===== config.mk =====
export PLATFORM = sky130hd
export DESIGN_NAME = cnvseq_top
export DESIGN_NICKNAME = d
export VERILOG_FILES = /design/src/rtl/cnvseq_pkg.sv /design/src/rtl/cnvseq_pick.sv /design/src/rtl/cnvseq_page.sv /design/src/rtl/cnvseq_top.sv
export SDC_FILE = /design/constraint.sdc
export NUM_CORES = 1
export LEC_CHECK = 0
export BUFFER_PORTS_ARGS = -buffer_cell sky130_fd_sc_hd__buf_2
export CORE_MARGIN = 8
export CORE_UTILIZATION = 53
export DETAILED_ROUTE_END_ITERATION = 8
export PLACE_DENSITY = 0.76
export SYNTH_ARGS = -nofsm -noshare
export SYNTH_HDL_FRONTEND = slang
export SYNTH_SLANG_ARGS = --single-unit

===== constraint.sdc =====
create_clock -name clk -period 1.7 [get_ports clk]
set_input_delay 0.255 -clock clk [delete_from_list [all_inputs] [get_ports clk]]
set_output_delay 0.255 -clock clk [all_outputs]
set_load 0.05 [all_outputs]

===== src/rtl/cnvseq_pkg.sv =====
`timescale 1ns/1ps
package cnvseq_pkg;
    typedef enum logic [2:0] {
        ST_IDLE,
        ST_SEL,
        ST_PRE,
        ST_PRESET,
        ST_START,
        ST_WAIT
    } seq_state_e;

    localparam logic [1:0] PRE_KEEP = 2'b00;
    localparam logic [1:0] PRE_ZERO = 2'b01;
    localparam logic [1:0] PRE_ONES = 2'b10;
    localparam logic [1:0] PRE_BAD  = 2'b11;

    localparam logic [7:0] CMD_CONVERT = 8'h3C;
endpackage


===== src/rtl/cnvseq_pick.sv =====
`timescale 1ns/1ps
module cnvseq_pick #(
    parameter int NUM_CH = 4,
    localparam int CH_W = (NUM_CH > 1) ? $clog2(NUM_CH) : 1
) (
    input  logic [NUM_CH-1:0] mask,
    output logic [CH_W-1:0]   idx,
    output logic              any
);
    // lowest set bit wins: fixed ascending channel order
    always_comb begin
        idx = '0;
        any = 1'b0;
        for (int i = NUM_CH - 1; i >= 0; i--) begin
            if (mask[i]) begin
                idx = CH_W'(i);
                any = 1'b1;
            end
        end
    end
endmodule


===== src/rtl/cnvseq_page.sv =====
`timescale 1ns/1ps
module cnvseq_page
    import cnvseq_pkg::*;
#(
    parameter int NUM_CH = 4,
    parameter int RES_W  = 16,
    localparam int CH_W   = (NUM_CH > 1) ? $clog2(NUM_CH) : 1,
    localparam int NBYTES = NUM_CH * RES_W / 8,
    localparam int ADDR_W = $clog2(NBYTES)
) (
    input  logic                  clk,
    input  logic                  rst_n,
    input  logic                  pre_en,
    input  logic [NUM_CH-1:0]     pre_mask,
    input  logic [2*NUM_CH-1:0]   pre_codes,
    input  logic                  wr_en,
    input  logic [CH_W-1:0]       wr_ch,
    input  logic [RES_W-1:0]      wr_data,
    input  logic [ADDR_W-1:0]     rd_addr,
    output logic [7:0]            rd_data
);
    logic [NUM_CH*RES_W-1:0] flat;

    for (genvar g = 0; g < NUM_CH; g++) begin : g_word
        logic [RES_W-1:0] word_d, word_q;
        logic [1:0]       code;

        assign code = pre_codes[2*g +: 2];

        always_comb begin
            word_d = word_q;
            if (pre_en && pre_mask[g]) begin
                case (code)
                    PRE_ZERO: word_d = '0;
                    PRE_ONES: word_d = '1;
                    default:  word_d = word_q;
                endcase
            end
            if (wr_en && (wr_ch == CH_W'(g))) begin
                word_d = wr_data;
            end
        end

        always_ff @(posedge clk or negedge rst_n) begin
            if (!rst_n) word_q <= '0;
            else        word_q <= word_d;
        end

        assign flat[g*RES_W +: RES_W] = word_q;


        preset_zero_chk: assert property (@(posedge clk) disable iff (!rst_n)
            (pre_en && pre_mask[g] && code == PRE_ZERO) |=> (word_q == '0));

        preset_ones_chk: assert property (@(posedge clk) disable iff (!rst_n)
            (pre_en && pre_mask[g] && code == PRE_ONES) |=> (word_q == '1));

        bad_code_keep_chk: assert property (@(posedge clk) disable iff (!rst_n)
            (pre_en && pre_mask[g] && code == PRE_BAD) |=> $stable(word_q));

        store_chk: assert property (@(posedge clk) disable iff (!rst_n)
            (wr_en && wr_ch == CH_W'(g)) |=> (word_q == $past(wr_data)));
    end

    assign rd_data = flat[{rd_addr, 3'b000} +: 8];
endmodule


===== src/rtl/cnvseq_top.sv =====
`timescale 1ns/1ps
module cnvseq_top
    import cnvseq_pkg::*;
#(
    parameter int NUM_CH = 4,
    parameter int RES_W  = 16,
    localparam int CH_W   = (NUM_CH > 1) ? $clog2(NUM_CH) : 1,
    localparam int NBYTES = NUM_CH * RES_W / 8,
    localparam int ADDR_W = $clog2(NBYTES)
) (
    input  logic              clk,
    input  logic              rst_n,
    input  logic              byte_valid,
    input  logic [7:0]        byte_data,
    input  logic [ADDR_W-1:0] rd_addr,
    output logic [7:0]        rd_data,
    output logic              cnv_start,
    output logic [CH_W-1:0]   cnv_chan,
    input  logic              cnv_done,
    input  logic [RES_W-1:0]  cnv_result,
    output logic              busy,
    output logic              done
);
    typedef struct packed {
        seq_state_e            state;
        logic [NUM_CH-1:0]     sel;
        logic [2*NUM_CH-1:0]   pre;
        logic [NUM_CH-1:0]     rem;
        logic [CH_W-1:0]       chan;
        logic                  done;
    } seq_regs_t;

    seq_regs_t cur_q, nx_d;
    logic      pre_en, wr_en;
    logic [CH_W-1:0] pick_idx;
    logic      pick_any;
    logic [NUM_CH-1:0] below_m;

    cnvseq_pick #(.NUM_CH(NUM_CH)) u_pick (
        .mask (cur_q.rem),
        .idx  (pick_idx),
        .any  (pick_any)
    );

    cnvseq_page #(.NUM_CH(NUM_CH), .RES_W(RES_W)) u_page (
        .clk       (clk),
        .rst_n     (rst_n),
        .pre_en    (pre_en),
        .pre_mask  (cur_q.sel),
        .pre_codes (cur_q.pre),
        .wr_en     (wr_en),
        .wr_ch     (cur_q.chan),
        .wr_data   (cnv_result),
        .rd_addr   (rd_addr),
        .rd_data   (rd_data)
    );

    always_comb begin
        nx_d      = cur_q;
        nx_d.done = 1'b0;
        pre_en    = 1'b0;
        wr_en     = 1'b0;
        case (cur_q.state)
            ST_IDLE: begin
                if (byte_valid && byte_data == CMD_CONVERT) nx_d.state = ST_SEL;
            end
            ST_SEL: begin
                if (byte_valid) begin
                    nx_d.sel   = byte_data[NUM_CH-1:0];
                    nx_d.state = ST_PRE;
                end
            end
            ST_PRE: begin
                if (byte_valid) begin
                    nx_d.pre   = byte_data[2*NUM_CH-1:0];
                    nx_d.rem   = cur_q.sel;
                    nx_d.state = ST_PRESET;
                end
            end
            ST_PRESET: begin
                pre_en = 1'b1;
                if (cur_q.rem == '0) begin
                    nx_d.state = ST_IDLE;
                    nx_d.done  = 1'b1;
                end else begin
                    nx_d.state = ST_START;
                end
            end
            ST_START: begin
                nx_d.chan  = pick_idx;
                nx_d.state = ST_WAIT;
            end
            ST_WAIT: begin
                if (cnv_done) begin
                    wr_en = 1'b1;
                    nx_d.rem[cur_q.chan] = 1'b0;
                    if (nx_d.rem == '0) begin
                        nx_d.state = ST_IDLE;
                        nx_d.done  = 1'b1;
                    end else begin
                        nx_d.state = ST_START;
                    end
                end
            end
            default: nx_d.state = ST_IDLE;
        endcase
    end

    always_ff @(posedge clk or negedge rst_n) begin
        if (!rst_n) begin
            cur_q <= '{state: ST_IDLE, default: '0};
        end else begin
            cur_q <= nx_d;
        end
    end

    assign cnv_start = (cur_q.state == ST_START) && pick_any;
    assign cnv_chan  = pick_idx;
    assign busy      = (cur_q.state == ST_PRESET) || (cur_q.state == ST_START)
                    || (cur_q.state == ST_WAIT);
    assign done      = cur_q.done;

    always_comb begin
        for (int i = 0; i < NUM_CH; i++) below_m[i] = (CH_W'(i) < cnv_chan);
    end


    order_chk: assert property (@(posedge clk) disable iff (!rst_n)
        cnv_start |-> (cur_q.rem[cnv_chan] && ((cur_q.rem & below_m) == '0)));

    single_start_chk: assert property (@(posedge clk) disable iff (!rst_n)
        cnv_start |=> !cnv_start);

    done_pulse_chk: assert property (@(posedge clk) disable iff (!rst_n)
        done |=> !done);

    done_after_busy_chk: assert property (@(posedge clk) disable iff (!rst_n)
        done |-> (!busy && $past(busy)));

    empty_sel_chk: assert property (@(posedge clk) disable iff (!rst_n)
        (cur_q.state == ST_PRESET && cur_q.rem == '0) |=> (done && !busy));

    busy_ignore_chk: assert property (@(posedge clk) disable iff (!rst_n)
        (busy && byte_valid) |=> ($stable(cur_q.sel) && $stable(cur_q.pre)));
endmodule


# Yosys cells after proc, flatten, opt, wreduce, memory -nomap -nowiden
# Cells that the tools add are included.
# classes
order_cmp	2
n_eq_ne	21
shifts	1
n_mux	39
bitwise	2
reduce_logical	34
# op_table
operator	n
16-bit 2-to-1 mux	8
16-bit one-hot mux with 2 select lines	4
64-bit by 7-bit variable part select with 8-bit output	1
3-bit one-hot mux with 6 select lines	1
3-bit 2-to-1 mux	5
2-bit equality test, second input constant	6
2-bit AND reduction	6
3-bit nonzero test	4
1-bit logical AND	11
1-bit 2-to-1 mux	11
2-bit by 1-bit equality test with 1-bit output, second input constant	5
2-bit nonzero test	5
8-bit by 6-bit equality test with 1-bit output, second input constant	1
4-bit logical NOT	2
2-bit 2-to-1 mux	4
4-bit 2-to-1 mux	2
2-bit != test, second input constant	4
4-bit one-hot mux with 2 select lines	1
7-bit 2-to-1 mux	1
3-bit by 2-bit equality test with 1-bit output, second input constant	2
3-bit equality test, second input constant	2
4-bit AND	1
4-bit inverter	1
4-bit AND reduction	1
9 further kinds	10
# word_totals
ff_bits	86
input_bits	31
word_cells	109

# Logic depth before layout (Yosys ltp)
# Gate-level depths: netlist of the first run.
# depth
depth_word	10
ltp_mapped	8
ltp_nobuf	5

# Cells and area by module
# A second synthesis of the first run with hierarchy kept.
# hier_totals
hier_cells	426
area_unflattened_um2	4393.0
# by_module_without_submodules
mod	n_inst	cells_per_inst	area_each_um2
cnvseq_page	1	322	3231.8
cnvseq_top	1	97	1126.1
cnvseq_pick	1	7	35.0

# Worst setup path after synthesis of the first run
# Ideal clock, no wire load.
# synth_path
kind	register to register
startpoint	register cur_q[6] in the netlist's numbering
endpoint	register cur_q[2] in the netlist's numbering
arrival_time_ns	1.978
t_required_ns	1.628
slack_ns	-0.350
path_stages_with_launch	5
path_cell_list	dfrtp_1 clkbuf_1 nor2_1 nor3_1 mux2_2
# synth_via
elab_chain_len	4
# synth_rtl
item	line	text
start, declared	cnvseq_top.sv:33	seq_regs_t cur_q, nx_d;
start signal, assigned	cnvseq_top.sv:113	cur_q <= nx_d;
2-bit 2-to-1 mux (4 in series)	cnvseq_pick.sv:15	if (mask[i]) begin
named net cnv_chan[1]	cnvseq_top.sv:18	output logic [CH_W-1:0] cnv_chan,
# The timed path passes the listed nets, and every way through them passes these cells.
# A chain may end at the register's enable or synchronous reset.

# Worst setup path in the final report of the first run
# layout_path
startpoint	register u_page.g_word[3].word_q[11]
endpoint	output rd_data[3]
# layout_via
elab_chain_len	1
# layout_rtl
item	line	text
start, declared	cnvseq_page.sv:25	logic [RES_W-1:0] word_d, word_q;
start signal, assigned	cnvseq_page.sv:46	else word_q <= word_d;
64-bit by 7-bit variable part select with 8-bit output	cnvseq_page.sv:65	assign rd_data = flat[{rd_addr, 3'b000} +: 8];
end, declared	cnvseq_top.sv:16	output logic [7:0] rd_data,
# No other way between the ends.

==> reports/summary.txt, run 1 <==
pre-CTS WS: -0.131 ns
DR vias: 3274
final worst-path cycle share: 1.14
post-DP HPWL: 6890 µm
Synth Cell Area: 4120 µm²
Synth warnings: 0
# diodes: 0
library cells used by synthesis: 41
# fillers: 490
Num CTS Buffers: 9
Gate Count Post-Synth: 297
Initial Util: 0.541
Crit Path Class: reg -> out
clk root buf: clkbuf_8
Cells on Worst Hold Path: 3
PortBufs: 43
first-pass detailed-route iteration total: 5
Nets: 416
worst hold-check path type: in -> reg
met2 usage: 0.314
LEAKAGE: 2.40 nW
# IOs: 44
worst slew pin tran: 0.570 ns
Arr. time, crit path: 1.68 ns
clock slew at reported path FFs: 0.09 ns
syn nets: 329
Multi-input gate area: 1930 µm²
drt drc: 0
final WL: 11400 µm
top post-synthesis cells by area: dfrtp_1, a221o_1, mux4_2
Synth top area share: 0.523
startpoint type of the worst setup path: flip-flop
Final Wtd Congestion: 0.778
relative slew slack: 0.619
register area: 2160 µm²
crit path time final: 1.93 ns
Pwr Density: 1750 nW/µm²
Chip Width: 104 µm
clk_skew: 0.0101 ns
largest net degree at the start of global routing: 35
Detailed Route Iter0 Violations: 393
CTS tree: yes
slowest stage delay, CP: 0.47 ns
Die ar.: 10800 µm²
#FFs+latches synth: 86
Slew Viols, Final: 0
H-tree depth: 3
kind of end point of the critical path: output pin
vias per std cell: 6.68
Hold Vio Cnt, Final: 0
standard-cell row count: 32
VDD IR-drop max: 0.863 mV
clk_lat worst skew: 0.37 ns
post-route ant nets: 0
total negative slack: -1.76 ns
met3 Usage GRT: 0.0403
failing checks: setup timing
Overflow after GRT: 0
gr usage total: 0.205
first-pass GRT wire length: 17900 µm
Slowest cell on crit path: mux4_2
R2R depth: 7
max-capacitance violation count: 0
syn avg cell area: 13.9 µm²
clock sink total: 86
hold slack: 0.115 ns
RSZ-0062 raised after global routing: yes
M1 GR Usage: 0.272
Crit Path Max Fanout: 2
Most Used Layer, Global Route: met2
outcome: complete, but fails checks
Seq/Total Area, Yosys: 0.523
layout cell share with drive strength beyond 1: 0.472
maximum buffer depth of the clock tree: 2
Synth area leader: dfrtp_1
Final setup viols: 9
PnR worst setup slack: -0.233 ns
wire per inst: 23.4 µm
Achievable Freq: 0.517 GHz
vias in the first global route: 3434
Die Y-Extent: 104 µm
Worst Path Required: 1.44 ns
Layout area overhead: 28.3%
core area: 7610 µm²
critical path cell sequence: mux4_2 -> mux2_4 -> buf_6
initial antenna violation count: 0
-- where the power goes --
group,leakage [nW],switching (mW),internal [mW]
logic,1.22,1.99,2.21
registers,1.09,0.700,2.91
clock network,0.0976,0.771,0.686
total,2.40,3.46,5.81
-- flip-flops by register name, summed over array words and instances (netlist names) --
name,count
cur_q,21
u_page.g_word.word_q,64
done,1
-- kinds of logic (layout without fill, tap and decap cells) --
family / count (synthesis) / in the layout / share of synthesized area
muxes: 40 / 40 / 0.152
and+or+nand+nor: 41 / 41 / 0.0723
xor gates and xnor gates: 3 / 3 / 0.00638
DFF: 86 / 86 / 0.523
AOI/OAI and AO/OA: 90 / 91 / 0.200
adders and majority gates: 1 / 1 / 0.00304
buffers and inverters: 36 / 126 / 0.0432
-- cell type report --
class,count,area share
clock buffers,9,0.0235
clock inverters,6,0.0135
inverters,7,0.00498
multi-input cells,176,0.366
flip-flops and latches,86,0.409
well taps,102,0.0242
repair buffers,104,0.159
-- Yosys cell counts (all sizes together) --
cell / count
dfrtp: 86
a221o: 64
buf: 23
mux2: 21
mux4: 16
nor2: 14
o21ai: 11
a21oi: 7
inv: 7
clkbuf: 6
a31oi: 4
nor3: 4
and4b: 3
mux2i: 3
nand2: 3
xor2: 3
nand2b: 2
nand4b: 2
nor3b: 2
nor4: 2
nor4bb: 2
or3: 2
a22o: 1
a22oi: 1
a311oi: 1
a32oi: 1
and4: 1
ha: 1
nand3b: 1
nand4: 1
nor2b: 1
nor4b: 1
-- worst max-delay path: cells and delay by family, from the launching register on --
kind,cells,cell delay [ns]
buffers and inverters,1,0.15
multiplexers,2,0.75
flip-flops,1,0.41
-- metrics by stage --
step	cells	total power, mW	cell area, µm²	util
final	490	9.26	5280	0.694
after global routing	490	9.71	5280	0.694
after CTS	469	8.79	5050	0.663
after detailed placement	439	6.90	4630	0.608
after global placement	439	6.74	4630	0.608
after floorplan	297	5.93	4170	-
-- placed cells by master, fill, tap and decap left out, types with 9 or more instances in the layout --
cell	count
mux4_2	16
o21ai_0	10
buf_6	14
a221o_1	64
nor2_1	13
buf_2	31
buf_4	51
dfrtp_1	81
clkbuf_8	9
mux2_2	13
-- path summary, 6_finish.rpt --
check | slack, ns | from | to
setup / recovery | -0.23 | u_page.g_word[3].word_q[11] | rd_data[3]
hold / removal | 0.12 | byte_data[6] | cur_q[13]
setup reg to reg | 0.02 | cur_q[19] | u_page.g_word[3].word_q[1]
hold reg to reg | 0.52 | u_page.g_word[1].word_q[7] | u_page.g_word[1].word_q[7]
max in group asynchronous | 0.85 | rst_n | cur_q[15]
min in group asynchronous | 0.31 | rst_n | u_page.g_word[2].word_q[15]
-- layer usage --
layer	routed length [µm]	part of all wire
met5	0	0
met2	5530	0.48
met3	988	0.086
met4	241	0.021
met1	4680	0.41
-- timing repair --
item | CTS | global route
endpoints found under the hold margin | 20 | 0
buffers inserted | 14 | 19
hold buffers | 1 | 0
gates cloned | 0 | 2
endpoints found under the setup margin | 74 | 44
resized for setup | 34 | 20
pin swaps | 3 | 4
Note: power is estimated with default switching activity, not from simulation.
==> inputs of run 2 (changes only) <==
- SETUP_SLACK_MARGIN: not set -> 0.4
==> run 2 against run 1 <==
The run still ends with setup timing left. Utilization increased by 7.9 points. Critical path type unchanged. Highest routed layer unchanged. Critical endpoint is now rd_data[4]. Largest power group unchanged. Non-clock buffer count increased by 31. Final area increased by 11%.
==> reports/summary.txt, run 2 (same netlist as run 1, synthesis figures left out) <==
failing checks: setup timing (unchanged)
drt drc: 0 (unchanged)
final worst-path cycle share: 1.19 (was 1.14)
Layout area overhead: 42.9% (was 28.3%)
placed cells: 438 (was 439)
total negative slack: -3.94 ns (was -1.76 ns)
commonest non-fill, non-tap cell in the layout: dfrtp_1 (unchanged)
Multi-input gate area: 2100 µm² (was 1930 µm²)
# fillers: 394 (was 490)
Initial Util: 0.541 (unchanged)
standard-cell row count: 32 (unchanged)
Die ar.: 10800 µm² (unchanged)
Nets: 448 (was 416)
DR vias: 3659 (was 3274)
Post-DP Area: 4710 µm² (was 4630 µm²)
crit path time final: 2.03 ns (was 1.93 ns)
maximum buffer depth of the clock tree: 2 (unchanged)
Worst Path Required: 1.44 ns (about the same)
Arr. time, crit path: 1.77 ns (was 1.68 ns)
Die Y-Extent: 104 µm (unchanged)
vias per std cell: 7.00 (was 6.68)
clk_lat worst skew: 0.36 ns (was 0.37 ns)
RSZ-0062 raised after global routing: yes (unchanged)
layout cell share with drive strength beyond 1: 0.537 (was 0.472)
clock sink total: 86 (unchanged)
VDD IR-drop max: 1.04 mV (was 0.863 mV)
kind of end point of the critical path: output pin (unchanged)
post-DP HPWL: 6920 µm (was 6890 µm)
outcome: complete, but fails checks (unchanged)
Pwr Density: 1760 nW/µm² (was 1750 nW/µm²)
largest net degree at the start of global routing: 32 (was 35)
wire per inst: 27.0 µm (was 23.4 µm)
max reg flops: 64 (unchanged)
first-pass GRT wire length: 21100 µm (was 17900 µm)
# diodes: 0 (unchanged)
post-route ant nets: 0 (unchanged)
Num CTS Buffers: 9 (unchanged)
most flop-heavy register: u_page.g_word.word_q (unchanged)
Overflow after GRT: 0 (unchanged)
Pwr Total: 10.3 mW (was 9.26 mW)
Finished Cell Area: 5880 µm² (was 5280 µm²)
clk_skew: 0.0167 ns (was 0.0101 ns)
worst slew pin tran: 0.591 ns (was 0.570 ns)
fin cells: 523 (was 490)
worst hold-check path type: in -> reg (unchanged)
max-capacitance violation count: 0 (unchanged)
clk root buf: clkbuf_8 (unchanged)
LEAKAGE: 2.67 nW (was 2.40 nW)
Final setup viols: 53 (was 9)
CTS tree: yes (unchanged)
relative slew slack: 0.605 (was 0.619)
Crit Path Max Fanout: 2 (unchanged)
Crit Path Class: reg -> out (unchanged)
Detailed Route Iter0 Violations: 488 (was 393)
vias in the first global route: 3737 (was 3434)
first-pass detailed-route iteration total: 5 (unchanged)
initial antenna violation count: 0 (unchanged)
commonest cells after routing, fill and taps aside: dfrtp_1, a221o_1, buf_4 (unchanged)
H-tree depth: 3 (unchanged)
register area: 2160 µm² (about the same)
Chip Width: 104 µm (unchanged)
PortBufs: 43 (unchanged)
startpoint type of the worst setup path: flip-flop (unchanged)
# IOs: 44 (unchanged)
gr usage total: 0.249 (was 0.205)
core area: 7610 µm² (unchanged)
Final Wtd Congestion: 0.785 (was 0.778)
Achievable Freq: 0.493 GHz (was 0.517 GHz)
clock slew at reported path FFs: 0.09 ns (about the same)
final WL: 14100 µm (was 11400 µm)
pre-CTS WS: -0.116 ns (was -0.131 ns)
final core occ: 0.773 (was 0.694)
hold slack: 0.129 ns (was 0.115 ns)
PnR worst setup slack: -0.328 ns (was -0.233 ns)
Slew Viols, Final: 0 (unchanged)
Hold Vio Cnt, Final: 0 (unchanged)
-- run 2: cell types whose count changed in the layout (fill, tap and decap cells not counted), sizes merged --
| cell | change |
|---|---|
| inv | -3 |
| clkbuf | +5 |
| a31oi | +1 |
| buf | +30 |
-- run 2: repair_timing --
action | CTS | global route
buffers inserted | 43 | 18
pin swaps | 23 | 18
endpoints found under the setup margin | 97 | 97
hold buffers | 1 | 0
cloned | 7 | 0
hold endpoints to repair | 26 | 0
gates resized for setup | 100 | 16
-- run 2: power by group --
part	internal (mW)	switching, mW	leakage (nW)
Clock	0.760	0.737	0.0996
Combinational	2.68	2.39	1.48
Sequential	2.91	0.859	1.09
Total	6.35	3.99	2.67
-- run 2: area by class of cell --
type / instances / share of cell area
well taps: 102 / 0.0217
clock inverters: 3 / 0.00723
multi-input cells: 177 / 0.357
flip-flops and latches: 86 / 0.367
clock buffers: 13 / 0.0270
inverters: 7 / 0.00574
repair buffers: 135 / 0.214
-- run 2: worst max-delay path: stages, from the launching register on --
cell and delay [ns]:
dfrtp_1 0.41, mux4_2 0.52, mux2_4 0.32, buf_8 0.16
-- run 2: metal layers --
metal | routed length [µm] | GRT usage | vias up
met5 | 0 | 0 | -
met4 | 483 | 0.0920 | 0
met3 | 1620 | 0.0762 | 59
met2 | 6570 | 0.394 | 307
met1 | 5420 | 0.316 | 1827
li1 | - | - | 1466
-- run 2: path summary, 6_finish.rpt --
path	start	endpoint	slack, ns	cells past startpoint
hold / removal	byte_data[6]	cur_q[13]	0.13	3
max in group asynchronous	rst_n	u_page.g_word[3].word_q[2]	0.75	3
setup / recovery	u_page.g_word[1].word_q[12]	rd_data[4]	-0.33	3
min in group asynchronous	rst_n	u_page.g_word[3].word_q[12]	0.36	2
hold reg to reg	u_page.g_word[2].word_q[9]	u_page.g_word[2].word_q[9]	0.52	1
setup reg to reg	cur_q[19]	u_page.g_word[2].word_q[12]	-0.10	7
